File: config.mk
export PLATFORM = sky130hd
export DESIGN_NAME = pwm_multi_edge
export DESIGN_NICKNAME = d
export VERILOG_FILES = /design/src/rtl/pwm_multi_edge_pkg.sv /design/src/rtl/pwm_prescale_timer.sv /design/src/rtl/pwm_match_bank.sv /design/src/rtl/pwm_edge_out.sv /design/src/rtl/pwm_multi_edge.sv
export SDC_FILE = /design/constraint.sdc
export NUM_CORES = 1
export LEC_CHECK = 0
export BUFFER_PORTS_ARGS = -buffer_cell sky130_fd_sc_hd__buf_4
export CORE_UTILIZATION = 40
export DETAILED_ROUTE_END_ITERATION = 7
export SYNTH_ARGS = -nofsm -noshare
export SYNTH_HDL_FRONTEND = slang
export SYNTH_SLANG_ARGS = --single-unit
File: constraint.sdc
create_clock -name clk -period 3.7 [get_ports clk]
set_clock_uncertainty 0.1 [all_clocks]
set_input_delay 0.925 -clock clk [delete_from_list [all_inputs] [get_ports clk]]
set_output_delay 0.925 -clock clk [all_outputs]
set_load 0.03 [all_outputs]
File: src/rtl/pwm_multi_edge_pkg.sv
// Package: shared register addresses and compare-action bit layout.
// Assumes a 4-bit register address space and a 32-bit data word.
package pwm_multi_edge_pkg;
    localparam logic [3:0] A_CTRL       = 4'h0;
    localparam logic [3:0] A_PRESCALE   = 4'h1;
    localparam logic [3:0] A_MATCH_CTL  = 4'h2;
    localparam logic [3:0] A_OUT_CTL    = 4'h3;
    localparam logic [3:0] A_LOAD       = 4'h4;
    localparam logic [3:0] A_FLAGS      = 4'h5;
    localparam logic [3:0] A_COUNT      = 4'h6;
    localparam logic [3:0] A_MATCH_BASE = 4'h8;

    localparam int MC_BITS = 3;   // action bits per compare
    localparam int MC_IRQ  = 0;
    localparam int MC_RST  = 1;
    localparam int MC_STOP = 2;
    localparam int DBL_LSB = 8;   // output-control field for edge mode
endpackage

File: src/rtl/pwm_prescale_timer.sv
// Prescaler and timer counter.
// The prescale counter runs 0..limit, and each wrap is one "tick" that steps
// the timer count. A restart request zeroes the count on that tick, and a
// freeze request keeps both counters where they are. Hold forces both to 0.
// Assumes the restart and freeze requests are only meaningful on a tick.
module pwm_prescale_timer #(
    parameter int TW = 16,
    parameter int PW = 16
) (
    input  logic          clk,
    input  logic          rst_n,
    input  logic          run,
    input  logic          hold,
    input  logic [PW-1:0] limit,
    input  logic          req_restart,
    input  logic          req_freeze,
    output logic          tick,
    output logic [TW-1:0] count
);
    logic [PW-1:0] pc_q;
    logic [TW-1:0] tc_q;

    // Tick when the prescale counter reaches its limit while counting.
    assign tick  = run && !hold && (pc_q == limit);
    assign count = tc_q;

    // Advance prescale and timer counts.
    always_ff @(posedge clk) begin
        if (!rst_n) begin
            pc_q <= '0;
            tc_q <= '0;
        end else if (hold) begin
            pc_q <= '0;
            tc_q <= '0;
        end else if (run) begin
            if (tick) begin
                if (!req_freeze) begin
                    pc_q <= '0;
                    tc_q <= req_restart ? '0 : tc_q + 1'b1;
                end
            end else begin
                pc_q <= pc_q + 1'b1;
            end
        end
    end
endmodule

File: src/rtl/pwm_match_bank.sv
// Compare bank: for each compare, a staging value, an active value and a load bit.
// A hit is a tick on which the timer count equals the active value.
// A staged value moves to active when its load bit is set and the load
// window is open, and the load bit then clears.
// Assumes a write to the load bits in the same cycle takes precedence.
module pwm_match_bank #(
    parameter int NM = 7,
    parameter int TW = 16
) (
    input  logic                   clk,
    input  logic                   rst_n,
    input  logic [NM-1:0]          wr_stage,
    input  logic [TW-1:0]          wdata,
    input  logic                   ld_wr,
    input  logic [NM-1:0]          ld_wdata,
    input  logic                   load_window,
    input  logic                   tick,
    input  logic [TW-1:0]          count,
    output logic [NM-1:0]          hit,
    output logic [NM-1:0]          ld_pend,
    output logic [NM-1:0]          load_fire,
    output logic [NM-1:0][TW-1:0]  stage
);
    for (genvar m = 0; m < NM; m++) begin : g_cmp
        logic [TW-1:0] stage_q;
        logic [TW-1:0] active_q;
        logic          pend_q;

        assign stage[m]     = stage_q;
        assign ld_pend[m]   = pend_q;
        assign load_fire[m] = pend_q && load_window;
        assign hit[m]       = tick && (count == active_q);

        // Staging write, transfer to the active value, and load-bit upkeep.
        always_ff @(posedge clk) begin
            if (!rst_n) begin
                stage_q  <= '0;
                active_q <= '0;
                pend_q   <= 1'b0;
            end else begin
                if (wr_stage[m]) stage_q <= wdata;
                if (load_fire[m]) active_q <= stage_q;
                if (ld_wr) pend_q <= ld_wdata[m];
                else if (load_fire[m]) pend_q <= 1'b0;
            end
        end
    end
endmodule

File: src/rtl/pwm_edge_out.sv
// Output stage: one set/clear flop per output.
// Output i+1 is set by compare 0 (single-edge) or compare i (double-edge),
// and cleared by compare i+1. Clear beats set, and a disabled output is low.
// Assumes hit[] is a registered-input, one-cycle pulse per tick.
module pwm_edge_out #(
    parameter int NO = 6
) (
    input  logic          clk,
    input  logic          rst_n,
    input  logic [NO:0]   hit,
    input  logic [NO-1:0] enable,
    input  logic [NO-1:0] dbl,
    output logic [NO-1:0] pwm_out
);
    for (genvar i = 0; i < NO; i++) begin : g_out
        logic set_ev, clr_ev, q;
        assign set_ev     = dbl[i] ? hit[i] : hit[0];
        assign clr_ev     = hit[i+1];
        assign pwm_out[i] = q;

        // Update the output level with clear taking priority.
        always_ff @(posedge clk) begin
            if (!rst_n)        q <= 1'b0;
            else if (!enable[i]) q <= 1'b0;
            else if (clr_ev)   q <= 1'b0;
            else if (set_ev)   q <= 1'b1;
        end
    end
endmodule

File: src/rtl/pwm_multi_edge.sv
// Top: register port, control state and flags around the timer, compare
// bank and output stage. Reads are combinational from reg_addr.
// Assumes NO <= 7 so the compare staging addresses fit in 4 bits, and
// TW, PW <= 32.
module pwm_multi_edge
    import pwm_multi_edge_pkg::*;
#(
    parameter int NO = 6,
    parameter int TW = 16,
    parameter int PW = 16
) (
    input  logic          clk,
    input  logic          rst_n,
    input  logic          reg_wr,
    input  logic [3:0]    reg_addr,
    input  logic [31:0]   reg_wdata,
    output logic [31:0]   reg_rdata,
    output logic [NO-1:0] pwm_out,
    output logic          irq
);
    localparam int NM  = NO + 1;
    localparam int MCW = MC_BITS * NM;

    logic                  run_q, hold_q;
    logic [PW-1:0]         pre_q;
    logic [MCW-1:0]        mctl_q;
    logic [NO-1:0]         en_q, dbl_q;
    logic [NM-1:0]         flags_q;

    logic                  tick;
    logic [TW-1:0]         tc;
    logic [NM-1:0]         hit, ld_pend, load_fire, wr_stage;
    logic [NM-1:0]         irq_en, rst_en, stop_en, w1c;
    logic [NM-1:0][TW-1:0] stage;
    logic                  stop_hit, rst_hit, load_window;
    logic                  unused_wdata;

    assign unused_wdata = &{1'b0, reg_wdata};

    for (genvar m = 0; m < NM; m++) begin : g_dec
        assign irq_en[m]   = mctl_q[MC_BITS*m + MC_IRQ];
        assign rst_en[m]   = mctl_q[MC_BITS*m + MC_RST];
        assign stop_en[m]  = mctl_q[MC_BITS*m + MC_STOP];
        assign wr_stage[m] = reg_wr && (reg_addr == A_MATCH_BASE + 4'(m));
    end

    assign stop_hit    = |(hit & stop_en);
    assign rst_hit     = |(hit & rst_en);
    assign load_window = hold_q || (hit[0] && rst_en[0]);
    assign w1c         = (reg_wr && reg_addr == A_FLAGS) ? reg_wdata[NM-1:0] : '0;
    assign irq         = |flags_q;

    // Control register writes; a freeze hit drops the run bit last.
    always_ff @(posedge clk) begin
        if (!rst_n) begin
            run_q  <= 1'b0;
            hold_q <= 1'b0;
            pre_q  <= '0;
            mctl_q <= '0;
            en_q   <= '0;
            dbl_q  <= '0;
        end else begin
            if (reg_wr) begin
                case (reg_addr)
                    A_CTRL:      begin run_q <= reg_wdata[0]; hold_q <= reg_wdata[1]; end
                    A_PRESCALE:  pre_q  <= reg_wdata[PW-1:0];
                    A_MATCH_CTL: mctl_q <= reg_wdata[MCW-1:0];
                    A_OUT_CTL:   begin
                        en_q  <= reg_wdata[NO-1:0];
                        dbl_q <= reg_wdata[DBL_LSB +: NO];
                    end
                    default: ;
                endcase
            end
            if (stop_hit) run_q <= 1'b0;
        end
    end

    // Sticky flags: hardware set wins over a same-cycle write-one clear.
    always_ff @(posedge clk) begin
        if (!rst_n) flags_q <= '0;
        else        flags_q <= (flags_q & ~w1c) | (hit & irq_en);
    end

    // Combinational register read.
    always_comb begin
        reg_rdata = '0;
        case (reg_addr)
            A_CTRL:      reg_rdata[1:0]      = {hold_q, run_q};
            A_PRESCALE:  reg_rdata[PW-1:0]   = pre_q;
            A_MATCH_CTL: reg_rdata[MCW-1:0]  = mctl_q;
            A_OUT_CTL:   begin
                reg_rdata[NO-1:0]          = en_q;
                reg_rdata[DBL_LSB +: NO]   = dbl_q;
            end
            A_LOAD:      reg_rdata[NM-1:0]   = ld_pend;
            A_FLAGS:     reg_rdata[NM-1:0]   = flags_q;
            A_COUNT:     reg_rdata[TW-1:0]   = tc;
            default: begin
                for (int m = 0; m < NM; m++) begin
                    if (reg_addr == A_MATCH_BASE + 4'(m)) reg_rdata[TW-1:0] = stage[m];
                end
            end
        endcase
    end

    pwm_prescale_timer #(.TW(TW), .PW(PW)) u_timer (
        .clk         (clk),
        .rst_n       (rst_n),
        .run         (run_q),
        .hold        (hold_q),
        .limit       (pre_q),
        .req_restart (rst_hit),
        .req_freeze  (stop_hit),
        .tick        (tick),
        .count       (tc)
    );

    pwm_match_bank #(.NM(NM), .TW(TW)) u_bank (
        .clk         (clk),
        .rst_n       (rst_n),
        .wr_stage    (wr_stage),
        .wdata       (reg_wdata[TW-1:0]),
        .ld_wr       (reg_wr && reg_addr == A_LOAD),
        .ld_wdata    (reg_wdata[NM-1:0]),
        .load_window (load_window),
        .tick        (tick),
        .count       (tc),
        .hit         (hit),
        .ld_pend     (ld_pend),
        .load_fire   (load_fire),
        .stage       (stage)
    );

    pwm_edge_out #(.NO(NO)) u_out (
        .clk     (clk),
        .rst_n   (rst_n),
        .hit     (hit),
        .enable  (en_q),
        .dbl     (dbl_q),
        .pwm_out (pwm_out)
    );
endmodule

Word-level counts from Yosys, hierarchy flattened:

Cells that the tools add are included.

* add/sub/neg operators: 2
* equal/unequal tests: 22
* mux-type cells: 37
* bitwise logic cells: 14
* reductions and logical operators: 56

Operator list (count)
* $mux W16: 10
* $eq A16 B16 Y1: 8
* $add A16 B1 Y16 const B: 2
* $pmux W6 S5: 1
* $and A7 B7 Y7: 4
* $eq A4 B4 Y1 const B: 7
* $pmux W4 S7: 1
* $logic_and A1 B1 Y1: 26
* $reduce_or A3 Y1: 7
* $reduce_or A7 Y1: 3
* $mux W1: 19
* $pmux W2 S7: 1
* $reduce_bool A2 Y1: 7
* $eq A4 B3 Y1 const B: 3
* $reduce_and A2 Y1: 5
* $eq A4 B2 Y1 const B: 2
* $not A1 Y1: 8
* $pmux W2 S4: 1
* $reduce_or A8 Y1: 1
* $mux W7: 1
* $not A7 Y7: 1
* $or A7 B7 Y7: 1
* $pmux W1 S6: 1
* $mux W5: 1
* 9 further kinds: 10

* register bits after elaboration: 327
* input bits: 39
* output and inout bits: 39
* word-level logic and storage cells: 167

Logic depth before layout (Yosys ltp):

Gate-level depths: netlist of run 1.

* depth in word-level cells: 9
* mapped depth: 10
* mapped depth without buffers: 9

Cells and area by module:

A second synthesis of run 1 with hierarchy kept.

* cell total of the unflattened synthesis: 1933
* area total of the unflattened synthesis: 16757.3 µm²

By module, submodules not included
* pwm_match_bank: instances 1, cells an instance 1059, area an instance 10077.2 µm², sequential area each 4624.4 µm²
* pwm_multi_edge: instances 1, cells an instance 598, area an instance 4415.5 µm², sequential area each 1161.1 µm²
* pwm_prescale_timer: instances 1, cells an instance 242, area an instance 1963.1 µm², sequential area each 640.6 µm²
* pwm_edge_out: instances 1, cells an instance 34, area an instance 301.5 µm², sequential area each 120.1 µm²

Worst setup path after synthesis of run 1:

OpenSTA, ideal clock, no wires.

* path type: input -> output
* from: input reg_addr[3]
* to: output reg_rdata[5]
* arrival time: 2.865 ns
* data required time: 2.675 ns
* slack: -0.190 ns
* stages: 9
* buffers on the path: 3
* path through: buf_2 nand2b_1 clkbuf_1 nor3_1 clkbuf_1 a22oi_1 nand3_1 o21ai_0 a21oi_1

* word-level cells in the longest chain between the ends: 9
* elaborated cells on any way between the ends: 22
* those cells by class: eq/ne (13); mux (8); reduce/logical (1)

Ends and longest elaborated chain
* from (decl): line pwm_multi_edge.sv:15 `input logic [3:0] reg_addr,`
* $eq A4 B4 Y1: line pwm_multi_edge.sv:101 `if (reg_addr == A_MATCH_BASE + 4'(m)) reg_rdata[TW-1:0] = stage[m];`
* $mux W16 (7 in series): line pwm_multi_edge.sv:101
* $pmux W4 S7 (*): line pwm_multi_edge.sv:88 `case (reg_addr)`
* to (decl): line pwm_multi_edge.sv:17 `output logic [31:0] reg_rdata,`

Every way passes the cells marked *; elsewhere a longest branch is shown, timed or not.

Worst setup path in the final report of run 1:

* from: input reg_addr[1]
* to: output reg_rdata[4]

The elaborated chain is that of the path after synthesis.

==> reports/metrics.cfg, run 1 <==
[pwr]
ir_drop_mv=0.282
p_leak_nw=6.74
power_frac_comb_pct=10.6
clock_power_share_pct=46.2
switchingPower_w=0.00221
p_sw_share_pct=25.9
power_density_nw_per_um2=453
internal-power_w=0.00630
pwr-share-seq_pct=43.1

[critical_path]
crit_chain=buf_4, nand2b_1, nor2_1, buf_4, a22oi_1, a31oi_1, buf_4
crit_path_max_fanout=17
worstSetupEndpointType=primary output
critPathMostFrequentCell=buf_4
cp_slowest_cell=a31oi_1
worstPathRequired_ns=2.67
startpoint=reg_addr[1]
critPathKind=input port to primary output
r2r-start=u_timer.count[12]
critPathBufInv=3
start_kind=input port
cp.arrival_ns=2.64
crit_path_max_incr_delay_ns=0.42
critPathTopFamily=buffers and inverters

[logic_synthesis]
ys_seq_area_share_pct=40.7
yosysWarnings=0
synth_cells=1955
syn_area_sq_um=16100
async_flop_share_pct=0
ys_types=58
synthFlopType=dfxtp_1
synth_edf_count=0
ys_seq_elements=327
syn_area_per_cell_sq_um=8.23

[placed_design]
io_buffer_count=55
post_dp_cell_area_sq_um=17400
gp_congestion=0.959
hpwlAfterDp_mm=41.5

[clocking]
cts.clk_slew.worst_paths_ns=0.06
tritoncts=yes
cts_buffers=39
clock_path_buffers=3
h-tree-depth=2
clock_latency_ns=0.56
clkSinkCount=327
cts-root-buf=clkbuf_16

[drt]
via_per_inst=5.63
drc=0
detail-route-antenna-nets=0
via_count=14400
wirelength_mm=59.1
first_pass_iters=8
wl_per_cell_um=23.1
drt_iter0_drc=1448

[layout]
nFillCells=3802
final_cell_mix=nand2_1, dfxtp_1, a21boi_0, buf_4, xnor2_1
stdcell_area_sq_um=18800
mostFrequentLayoutCell=nand2_1
nets=2049
diodes=0
area_growth_syn_to_layout_pct=16.8
drive_gt1_share_pct=13.8

[outcome]
status=completed

[floorplanning]
coreArea_sq_um=39700
start_util_pct=40.5
die_y_um=203
die-area_sq_um=41000
fp.dieW_um=203
placement_rows=73
ioPinCount=78

[global_route]
grt_max_degree=296
antenna_found_initial=0
first_global_vias=13400
overflow=0
grt_pass1_wl_mm=87.2
grt_usage_pct=28.5

[sta]
hold_viol=0
rsz0062_at_grt=yes
whs_ns=0.346
slew_headroom_pct=18.8
fin_crit_sh_pct=99.2
fin_crit_ns=3.67
max_freq_ghz=0.273
setup_viol=0
tightestPinTransition_ns=1.22
finalMaxSlewViolations=0

[worst_hold_path]
hold_class=flop to flop
hold_path.startpoint=u_out.g_out[4].q

[flow_run]
drv_cap=0

-- metal layers --
| layer | track usage (%) | wire length (um) |
|---|---|---|
| met1 | 39.4 | 25900 |
| met2 | 44.0 | 26100 |
| met3 | 4.22 | 4610 |
| met4 | 11.9 | 2450 |
| met5 | 0 | 0 |
-- worst paths after layout --
path                                  to  slack (ns)  cells after the start
max                         reg_rdata[4]        0.03                      7
min                     u_out.g_out[4].q        0.35                      2
max reg2reg  u_bank.g_cmp[0].active_q[2]        0.34                     10
min reg2reg             u_out.g_out[4].q        0.35                      2
-- tightest hold or removal path, delay by kind of cell, from the launching register on --
family,cells,cell delay [ns]
compound gates,1,0.05
buf+inv,1,0.05
flops,1,0.31
-- timing repair --
action | in CTS | in global routing
setup buffers | 0 | 0
pin swaps | 0 | 3
resized for setup | 5 | 13
endpoints found under the setup margin | 7 | 11
gates cloned | 0 | 0
hold buffers | 0 | 0
-- state kept, by name, summed over array words and instances, names as in the netlist --
register,cells
dbl_q,6
en_q,6
flags_q,7
hold_q,1
mctl_q,21
pre_q,16
run_q,1
u_bank.g_cmp.active_q,112
u_bank.g_cmp.pend_q,7
u_bank.g_cmp.stage_q,112
u_out.g_out.q,6
u_timer.count,16
u_timer.pc_q,16
-- metrics by stage --
step / instances / util [%] / setup TNS, ns / setup slack, ns / power (W)
2_1_floorplan: 1965 / - / 0 / 0.00837 / 0.00419
3_3_place_gp: 2492 / 43.8 / -0.355 / -0.198 / 0.00462
3_5_place_dp: 2492 / 43.8 / -0.279 / -0.119 / 0.00463
4_1_cts: 2559 / 47.2 / -0.0331 / -0.0331 / 0.00853
5_1_grt: 2559 / 47.3 / -0.0197 / -0.0197 / 0.00875
6_report: 2559 / 47.3 / 0 / 0.0306 / 0.00851
-- power groups by stage --
stage	clock network, W	logic (W)	registers (W)
detailed placement	0	0.000880	0.00375
global placement	0	0.000873	0.00374
floorplan	0	0.000502	0.00369
finish	0.00394	0.000904	0.00367
global route	0.00413	0.000945	0.00367
CTS	0.00398	0.000885	0.00367
-- cell type report --
type                       count  area [sq um]  area share (%)
tap                          525           657            3.50
clock buffer                  58          1170            6.22
clock inverter                 9           138           0.732
sequential                   327          6550            34.8
timing repair buffer         175          1450            7.72
multi-input combinational   1453          8790            46.8
inverter                      12          45.0           0.240
-- cell usage after synthesis (12+ instances only) --
library cell	number	share of area (%)
nand2_1	468	11
dfxtp_1	327	41
a21boi_0	224	10
clkbuf_1	120	2.8
xnor2_1	116	6.3
nand3_1	90	2.8
nor2b_1	74	2.9
mux2i_1	65	4.0
nor2_1	50	1.2
a21oi_1	43	1.3
a22oi_1	41	1.9
nand4_1	38	1.5
buf_4	29	1.4
nor3_1	28	0.87
o21ai_0	22	0.68
a221oi_1	18	0.98
and3_1	18	0.70
a22o_1	17	0.93
and2_1	13	0.51
buf_2	12	0.37
inv_1	12	0.28
xor2_1	12	0.65
-- cells by family (layout without fill, tap and decap cells) --
logic type / Yosys count / after routing / share of synthesized area, %
AOI/OAI and AO/OA: 412 / 412 / 18.7
xor gates and xnor gates: 128 / 128 / 6.97
adders and majority gates: 2 / 2 / 0.155
buffers and inverters: 185 / 254 / 5.46
DFF: 327 / 327 / 40.7
muxes: 73 / 73 / 4.60
other: 1 / 11 / 0.0233
and+or+nand+nor: 827 / 827 / 23.4
Note: power is estimated with default switching activity, not from simulation.
==> run 2, diff against run 1 <==
--- a/config.mk
+++ b/config.mk
@@ -6,8 +6,9 @@
 export NUM_CORES = 1
 export LEC_CHECK = 0
 export BUFFER_PORTS_ARGS = -buffer_cell sky130_fd_sc_hd__buf_4
-export CORE_UTILIZATION = 40
+export CORE_UTILIZATION = 55
 export DETAILED_ROUTE_END_ITERATION = 7
+export PLACE_DENSITY = 0.73
 export SYNTH_ARGS = -nofsm -noshare
 export SYNTH_HDL_FRONTEND = slang
 export SYNTH_SLANG_ARGS = --single-unit
==> reports/metrics.cfg, run 2 (synthesis gave the netlist of run 1 again) <==
[pwr]
power_density_nw_per_um2=462  ; +2.0%
p_leak_nw=6.53  ; -3.2%
ir_drop_mv=0.383  ; +36%
power.total_w=0.00841  ; -1.2%

[flow_run]
drv_cap=0  ; unchanged

[drt]
detail-route-antenna-nets=0  ; unchanged
via_count=14700  ; +1.9%
drt_iter0_drc=1942  ; +34%
first_pass_iters=5  ; -3
drc=0  ; unchanged
via_per_inst=6.16  ; +9.4%
wl_per_cell_um=23.2  ; +0.38%
wirelength_mm=55.2  ; -6.5%

[critical_path]
worstSetupEndpointType=primary output
critPathMostFrequentCell=buf_4
cp.arrival_ns=2.60  ; -0.04 ns
crit_chain=buf_4, nand2b_1, nor3_1, buf_4, a22o_1, a221oi_1, nand4_1, buf_4
critPathKind=input port to primary output
worstPathRequired_ns=2.67  ; about the same
crit_path_max_incr_delay_ns=0.33  ; -0.09 ns
start_kind=input port
crit_path_max_fanout=10  ; -7
cp_slowest_cell=a221oi_1
critPathBufInv=3  ; unchanged
critPathTopFamily=buffers and inverters
reg2reg_slack_ns=0.24  ; -0.10 ns

[sta]
setup_ws_ns=0.0743  ; +0.0438 ns
fin_crit_sh_pct=98.0  ; -1.2 points
fin_crit_ns=3.63  ; -0.0438 ns
hold_viol=0  ; unchanged
setup_viol=0  ; unchanged
max_freq_ghz=0.276  ; +1.2%
slew_headroom_pct=43.2  ; +24 points
finalMaxSlewViolations=0  ; unchanged
tightestPinTransition_ns=0.852  ; -0.367 ns

[layout]
final_cell_mix=nand2_1, dfxtp_1, a21boi_0, buf_4, xnor2_1
reg_top3=u_bank.g_cmp.active_q (112), u_bank.g_cmp.stage_q (112), mctl_q (21)
area_growth_syn_to_layout_pct=13.1
nets=2012  ; -1.8%
stdcell_area_sq_um=18200  ; -3.1%
mostFrequentLayoutCell=nand2_1
drive_gt1_share_pct=11.8  ; -2.0 points
nFillCells=2441  ; -36%
diodes=0  ; unchanged

[placed_design]
place_ws_ns=-0.0183  ; +0.100 ns
io_buffer_count=55  ; unchanged
post_dp_cell_area_sq_um=16900  ; -3.0%
gp_congestion=1.06  ; +10%
hpwlAfterDp_mm=38.3  ; -7.7%

[floorplanning]
die-area_sq_um=29900  ; -27%
die_y_um=173  ; -15%
placement_rows=62  ; -15%
coreArea_sq_um=28800  ; -28%
ioPinCount=78  ; unchanged
start_util_pct=55.9  ; +15 points
fp.dieW_um=173  ; -15%

[clocking]
cts-root-buf=clkbuf_16
clock_path_buffers=3  ; unchanged
h-tree-depth=2  ; unchanged
clkSinkCount=327  ; unchanged
cts_buffers=37  ; -5.1%
tritoncts=yes
cts_resized=1  ; -4
clock_latency_ns=0.53  ; -0.03 ns
ctsHoldBuffers=0  ; unchanged
post_cts_buffers=0  ; unchanged
cts.clk_slew.worst_paths_ns=0.06  ; about the same

[global_route]
overflow=0  ; unchanged
grt_pass1_wl_mm=82.8  ; -5.1%
grt_usage_pct=36.3  ; +7.8 points
antenna_found_initial=0  ; unchanged
grt_max_degree=195  ; -34%
first_global_vias=13500  ; +0.67%

[worst_hold_path]
hold_class=flop to flop

[outcome]
status=completed

run 2: cell types whose count changed in the layout (fill, tap and decap cells not counted), moves of 2 or more:
| cell | before | now |
|---|---|---|
| nor3_2 | 5 | 3 |
| dfxtp_2 | 2 | 0 |
| clkbuf_1 | 8 | 6 |
| dfxtp_1 | 325 | 327 |
| clkbuf_16 | 40 | 38 |
| a221oi_2 | 3 | 0 |
| a221oi_1 | 15 | 18 |
| nor3_1 | 23 | 25 |
| buf_12 | 10 | 4 |
| buf_6 | 3 | 1 |
| buf_4 | 162 | 135 |
| clkinv_2 | 3 | 5 |
run 2: layer usage:
metal  part of all wire (%)  up-vias  track usage (%)
met4                    5.5        0             18.7
met1                     41     7043             49.7
li1                       -     6682                -
met2                     43      773             55.1
met5                      0        -                0
met3                     10      172             5.74
run 2: cell type report:
cell class,instances,area (sq um),share of cell area [%]
clock inverter,13,185,1.02
tap,384,480,2.64
sequential,327,6550,35.9
timing repair buffer,140,1100,6.07
multi-input combinational,1453,8740,48.0
clock buffer,54,1110,6.10
inverter,12,45.0,0.247
run 2: worst paths after layout:
| kind | depth (start not counted) | from | endpoint |
|---|---|---|---|
| setup reg to reg | 10 | u_timer.count[10] | u_timer.count[5] |
| hold reg to reg | 2 | u_out.g_out[4].q | u_out.g_out[4].q |
| setup / recovery | 8 | reg_addr[1] | reg_rdata[15] |
| hold / removal | 2 | u_out.g_out[4].q | u_out.g_out[4].q |
run 2: report_power, final:
group	total, W	switching, W	internal [W]
Clock	0.00389	0.00152	0.00237
Combinational	0.000875	0.000561	0.000315
Sequential	0.00365	0.0000803	0.00357
run 2: per-stage QoR:
step,cells,TNS (ns),util (%),hold WS (ns)
finish,2383,0,63.3,0.353
global placement,2316,-0.0108,58.7,0.336
detailed placement,2316,-0.0305,58.7,0.347
floorplan,1965,0,-,0.322
global route,2383,-0.0422,63.3,0.375
CTS,2383,0,63.2,0.358
run 2: tightest hold or removal path, stage by stage (launching register included):
cell,delay [ns]
dfxtp_1,0.31
inv_1,0.05
a21oi_1,0.05
